`src/rtl/rrc_pkg.sv`:
```
package rrc_pkg;

  function automatic logic [63:0] mul_mod(input logic [63:0] a, input logic [63:0] b,
                                          input logic [63:0] m);
    return (a * b) % m;
  endfunction

  function automatic logic [63:0] pow2_mod(input int unsigned e, input logic [63:0] m);
    logic [63:0] r;
    r = 64'd1 % m;
    for (int unsigned i = 0; i < e; i++) r = (r * 64'd2) % m;
    return r;
  endfunction

  // Global constant of the conversion sum, mod 2^(2n)-1
  function automatic logic [63:0] core_const(input int unsigned n, input int unsigned k);
    logic [63:0] mp, full, c_pad, k2, t2, pre, rinv;
    full  = 64'd1 << (2 * n);
    mp    = full - 64'd1;
    c_pad = (full - (64'd1 << k)) % mp;
    k2    = (full - (64'd1 << n)) % mp;
    t2    = mul_mod(64'd1 << (2 * n - 1), k2, mp);
    pre   = (c_pad + mp - t2) % mp;
    rinv  = pow2_mod((2 * n - (k % (2 * n))) % (2 * n), mp);
    return mul_mod(rinv, pre, mp);
  endfunction

  // Residue of 2^k * C1 in a channel of modulus m
  function automatic logic [63:0] chan_offset(input int unsigned n, input int unsigned k,
                                              input logic [63:0] m);
    return mul_mod(pow2_mod(k, m), core_const(n, k) % m, m);
  endfunction

endpackage

```
`src/rtl/rrc_const_add.sv`:
```
module rrc_const_add #(
  parameter int unsigned WIDTH = 4,
  parameter int unsigned MOD   = 9,
  parameter int unsigned OFF   = 4
) (
  input  logic             clk_i,
  input  logic             rst_ni,
  input  logic [WIDTH-1:0] a_i,
  output logic [WIDTH-1:0] sum_o
);
  localparam int unsigned SW = WIDTH + 1;

  logic [SW-1:0]    raw;
  logic [WIDTH-1:0] nxt, sum_q;

  assign raw = {1'b0, a_i} + SW'(OFF);
  assign nxt = WIDTH'((raw >= SW'(MOD)) ? raw - SW'(MOD) : raw);

  always_ff @(posedge clk_i or negedge rst_ni) begin
    if (!rst_ni) sum_q <= '0;
    else         sum_q <= nxt;
  end

  assign sum_o = sum_q;

  a_r7_sum_canonical: assert property (@(posedge clk_i) disable iff (!rst_ni)
    32'(sum_q) < MOD);

  a_r7_sum_congruent: assert property (@(posedge clk_i) disable iff (!rst_ni)
    (32'(a_i) < MOD) |=> (32'(sum_q) == (32'($past(a_i)) + OFF) % MOD));

endmodule

```
`src/rtl/rrc_csa3.sv`:
```
module rrc_csa3 #(
  parameter int unsigned W = 6
) (
  input  logic [W-1:0] a_i,
  input  logic [W-1:0] b_i,
  input  logic [W-1:0] c_i,
  output logic [W-1:0] s_o,
  output logic [W-1:0] c_o
);
  logic [W-1:0] cy;

  assign s_o = a_i ^ b_i ^ c_i;
  assign cy  = (a_i & b_i) | (a_i & c_i) | (b_i & c_i);
  // carry out of the top bit re-enters at weight 1 (2^W == 1)
  assign c_o = {cy[W-2:0], cy[W-1]};

endmodule

```
`src/rtl/rrc_eac_add.sv`:
```
module rrc_eac_add #(
  parameter int unsigned W = 6
) (
  input  logic [W-1:0] a_i,
  input  logic [W-1:0] b_i,
  output logic [W-1:0] s_o
);
  logic [W:0]   sum;
  logic [W-1:0] folded;

  assign sum    = {1'b0, a_i} + {1'b0, b_i};
  assign folded = sum[W-1:0] + W'(sum[W]);
  // all ones is the second code for zero
  assign s_o    = (&folded) ? '0 : folded;

endmodule

```
`src/rtl/rrc_core.sv`:
```
module rrc_core #(
  parameter int unsigned N = 3,
  parameter int unsigned K = 5
) (
  input  logic [K-1:0]   x1_i,
  input  logic [N:0]     x2_i,
  input  logic [N-1:0]   x3_i,
  output logic [2*N-1:0] v_o
);
  localparam int unsigned W  = 2 * N;
  localparam int unsigned RA = K % W;
  localparam int unsigned RB = (K + 1) % W;

  function automatic logic [W-1:0] rotr(input logic [W-1:0] v, input int unsigned r);
    return (v >> r) | (v << (W - r));
  endfunction

  logic [K-1:0]   x1_n;
  logic [N-1:0]   x2_lo;
  logic [W-1:0]   t1, t2, t3;
  logic [W-1:0]   op1, op2, op3;
  logic [W-1:0]   cs_s, cs_c;

  assign x1_n  = ~x1_i;
  assign x2_lo = x2_i[N-1:0];

  // -x1 with padding ones folded into the constant
  assign t1 = W'(x1_n);
  // -(2^N-1)*x2 variable part; low half forced high when x2 = 2^N
  assign t2 = {~x2_lo, x2_lo | {N{x2_i[N]}}};
  assign t3 = {x3_i, x3_i};

  assign op1 = rotr(t1, RA);
  assign op2 = rotr(t2, RB);
  assign op3 = rotr(t3, RB);

  rrc_csa3 #(.W(W)) u_csa (
    .a_i(op1), .b_i(op2), .c_i(op3), .s_o(cs_s), .c_o(cs_c)
  );

  rrc_eac_add #(.W(W)) u_fin (
    .a_i(cs_s), .b_i(cs_c), .s_o(v_o)
  );

endmodule

```
`src/rtl/rns_rev_conv_preoff.sv`:
```
module rns_rev_conv_preoff #(
  parameter int unsigned N = 3,
  parameter int unsigned K = 5
) (
  input  logic             clk_i,
  input  logic             rst_ni,
  input  logic [K-1:0]     x1_i,
  input  logic [N:0]       x2_i,
  input  logic [N-1:0]     x3_i,
  output logic [K+2*N-1:0] x_o
);
  localparam int unsigned W    = 2 * N;
  localparam int unsigned XW   = K + W;
  localparam int unsigned M2   = (1 << N) + 1;
  localparam int unsigned M3   = (1 << N) - 1;
  localparam int unsigned OFF2 = 32'(rrc_pkg::chan_offset(N, K, 64'(M2)));
  localparam int unsigned OFF3 = 32'(rrc_pkg::chan_offset(N, K, 64'(M3)));

  logic [K-1:0]  x1_q;
  logic [N:0]    x2c;
  logic [N-1:0]  x3c;
  logic [W-1:0]  v;
  logic [XW-1:0] out_q;
  logic [1:0]    fill_q;

  rrc_const_add #(.WIDTH(N + 1), .MOD(M2), .OFF(OFF2)) u_off_p (
    .clk_i(clk_i), .rst_ni(rst_ni), .a_i(x2_i), .sum_o(x2c)
  );

  rrc_const_add #(.WIDTH(N), .MOD(M3), .OFF(OFF3)) u_off_m (
    .clk_i(clk_i), .rst_ni(rst_ni), .a_i(x3_i), .sum_o(x3c)
  );

  always_ff @(posedge clk_i or negedge rst_ni) begin
    if (!rst_ni) x1_q <= '0;
    else         x1_q <= x1_i;
  end

  rrc_core #(.N(N), .K(K)) u_core (
    .x1_i(x1_q), .x2_i(x2c), .x3_i(x3c), .v_o(v)
  );

  always_ff @(posedge clk_i or negedge rst_ni) begin
    if (!rst_ni) out_q <= '0;
    else         out_q <= {v, x1_q};
  end

  assign x_o = out_q;

  // cycles since reset, for the two-deep history check only
  always_ff @(posedge clk_i or negedge rst_ni) begin
    if (!rst_ni)             fill_q <= '0;
    else if (fill_q != 2'd2) fill_q <= fill_q + 2'd1;
  end

  a_r5_even_passthrough: assert property (@(posedge clk_i) disable iff (!rst_ni)
    (fill_q == 2'd2) |-> (x_o[K-1:0] == $past(x1_i, 2)));

  a_r6_v_canonical: assert property (@(posedge clk_i) disable iff (!rst_ni)
    x_o[XW-1:K] != {W{1'b1}});

endmodule

```
`config.mk`:
```
export PLATFORM = sky130hd
export DESIGN_NAME = rns_rev_conv_preoff
export DESIGN_NICKNAME = d
export VERILOG_FILES = /design/src/rtl/rrc_pkg.sv /design/src/rtl/rrc_const_add.sv /design/src/rtl/rrc_csa3.sv /design/src/rtl/rrc_eac_add.sv /design/src/rtl/rrc_core.sv /design/src/rtl/rns_rev_conv_preoff.sv
export SDC_FILE = /design/constraint.sdc
export NUM_CORES = 1
export LEC_CHECK = 0
export BUFFER_PORTS_ARGS = -buffer_cell sky130_fd_sc_hd__buf_2
export CAP_MARGIN = 30
export CORE_UTILIZATION = 45
export DETAILED_ROUTE_END_ITERATION = 12
export PLACE_DENSITY = 0.75
export SLEW_MARGIN = 20
export SYNTH_ARGS = -nofsm -noshare
export SYNTH_HDL_FRONTEND = slang
export SYNTH_SLANG_ARGS = --single-unit
```
`constraint.sdc`:
```
create_clock -name clk_i -period 6.5 [get_ports clk_i]
set_input_delay 0.325 -clock clk_i [delete_from_list [all_inputs] [get_ports clk_i]]
set_output_delay 0.325 -clock clk_i [all_outputs]
set_load 0.005 [all_outputs]
```
==> results_dict.tcl <==
set metrics [dict create \
    synth.distinct_cells 29 \
    die_height_microns 56.57 \
    post-place-ws_ns 3.036 \
    cts_root_buffer "clkbuf_4" \
    cts_htree_levels 1 \
    design_area_sq_um 1536 \
    setup_ws_ns 3.030 \
    setup_viol 0 \
    dp_hpwl_mm 1.769 \
    avgSynthCellArea_sq_um 11.65 \
    synth_xor_xnor_area_share 0.05602 \
    post-route-period-util 0.5338 \
    die_area_sq_um 3200 \
    initial_core_util 0.4818 \
    timing.fmax_mhz 288.2 \
    cp.arrival_ns 3.69 \
    synth_top_family_by_area "adder cells" \
    seq_area_frac_synth 0.4295 \
    drcViolationCount 0 \
    synthSimpleGateAreaFrac 0.1298 \
    relSlewSlack 0.6733 \
    synth_most_common_cell "dfrtp_1" \
    path_class "register to register" \
    syn_area_sq_um 1340 \
    grt_max_degree 24 \
    worst_slew_pin_slew_ns 0.4900 \
    synth_area_leaders "dfrtp_1, ha_1, fa_1, inv_1, xnor2_1" \
    power.leakage_nw 0.7929 \
    ys_seq_elements 23 \
    cts.reportedPaths.clkPinSlew_ns 0.12 \
    clock_sinks 23 \
    synthMuxAreaShare 0.01681 \
    die_w_microns 56.57 \
    drive_gt1_frac 0.2569 \
    via_count 908 \
    grt_overflow 0 \
    antenna_cells 0 \
    firstDrtPassIters 4 \
    grt_use_met2 0.2706 \
    synth_top_area_cell "dfrtp_1" \
    num_rows 19 \
    required_ns 6.72 \
    power_w 0.0005412 \
    antenna_found_initial 0 \
    synthToLayoutAreaGrowth_pct 14.66 \
    yosys_warnings 0 \
    synth-compound-area-share 0.08777 \
    startpoint_type "register" \
    post_cts_buffers 0 \
    worstSkewPairLatency_ns 0.32 \
    grt_pass1_vias 933 \
    viasPerCell 5.189 \
    synthTopCellsByCount "dfrtp_1, inv_1, ha_1" \
    rsz0062_at_grt "false" \
    cts_tree "built" \
    synthArstFlopShare 1.000 \
    finClkSkew_ns 0.002704 \
    grt_use_met3 0.02535 \
    ant_nets 0 \
    yosys.area_share.adder 0.2297 \
    drv_slew 0 \
    fin_nets 180 \
    synth-edff-count 0 \
    syn_nets 150 \
    grt_pass1_wl_mm 3.705 \
    synth_top_area_share 0.4295 \
    tns_ns 0 \
    wire_per_inst_microns 12.09 \
    grt.total_usage 0.1533 \
    min_period_ns 3.470 \
    cp_max_fo 4 \
    ir_worst_vdd_mv 0.2881 \
    maxCapViolCount 0 \
    placed_cell_area_sq_um 1499 \
    status "completed" \
    hp-class "input pin to register" \
    final-hold-violation-count 0 \
    power_density_nw_per_um2 352.2 \
    syn_inst 115 \
    busiest_layer "met2" \
    gp_congestion 0.8858 \
    use_met1 0.1599 \
    endpoint_kind "register" \
    boundaryPins 25 \
    ys.flop_type "dfrtp_1" \
    coreArea_sq_um 2781 \
    dr.first_iter.drc_count 14 \
    numPortBuffers 24 \
    max-clock-path-buffers 2 \
    cts_buffers 3 \
    routed_wl_mm 2.116 \
]
## per-stage QoR
step	hold WS, ns	std cells	util
final	0.1011	175	0.5524
after global routing	0.08856	175	0.5524
after CTS	0.09531	175	0.5524
after detailed placement	0.3224	170	0.5389
after global placement	0.3137	170	0.5389
after floorplan	0.02941	115	-
## placed cells by master (no fill, tap or decap), drive strengths merged, types with 2 or more instances in the layout
master / n
buf: 24
dfrtp: 23
inv: 18
ha: 15
a21oi: 6
nor2: 6
fa: 6
o21ai: 5
and3: 4
xnor2: 4
or2: 4
and2: 3
clkbuf: 3
nand3: 2
xor2: 2
nand2: 2
o2111ai: 2
mux2: 2
## cell families (layout without fill, tap and decap cells)
group                      after synthesis  count (layout)
xor gates and xnor gates                 7               7
buffers and inverters                   18              47
DFF                                     23              23
and+or+nand+nor                         26              26
AOI/OAI and AO/OA                       18              18
muxes                                    2               2
adders and majority gates               21              21
## power breakdown
group / switching (W) / internal [W] / leakage, nW
clock: 0.0000426 / 0.0000231 / 0.0177
sequential: 0.00000818 / 0.000172 / 0.269
combinational: 0.000156 / 0.000139 / 0.506
## worst max-delay path, cell delays in order (launching register included)
cell and delay (ns):
dfrtp_1 0.41, or2_2 0.30, ha_1 0.28, ha_1 0.24
fa_1 0.41, nand3_1 0.12, a21oi_1 0.13, o21ai_0 0.17
nand2b_1 0.08, ha_1 0.21, ha_1 0.20, xnor2_1 0.18
nor4_4 0.34, nand4b_4 0.15, and2_1 0.18
## repair_timing
action	in CTS	in global routing
resized for setup	0	0
endpoints found under the setup margin	0	0
hold buffers	1	0
endpoints found under the hold margin	23	0
## layer usage
metal	vias to the layer above	share of wire
li1	439	-
met1	434	0.39
met2	26	0.53
met3	9	0.040
met4	0	0.043
met5	-	0
## sequential cells by signal, summed over array words and instances, names as in the netlist
name	flops
x1_q	5
u_off_m.sum_o	3
u_off_p.sum_o	4
x_o	11
## cell type report
class | instances | area [sq um]
well taps | 31 | 38.79
clock inverters | 1 | 5.005
multi-input cells | 74 | 696.9
fillers | 250 | 1245
flip-flops and latches | 23 | 575.6
inverters | 18 | 67.56
repair buffers | 25 | 130.1
clock buffers | 3 | 22.52
## final timing paths
kind	start	endpoint	slack (ns)	cells after the start
min in group asynchronous	rst_ni	x_o[5]	0.50	2
worst min register to register	x1_q[4]	x_o[4]	0.38	0
worst max-delay path	u_off_p.sum_o[3]	x_o[5]	3.03	14
worst max register to register	u_off_p.sum_o[3]	x_o[5]	3.03	14
max in group asynchronous	rst_ni	x1_q[1]	5.67	2
worst min-delay path	x1_i[3]	x1_q[3]	0.10	1
No activity file was read; power rests on OpenSTA's default activity.
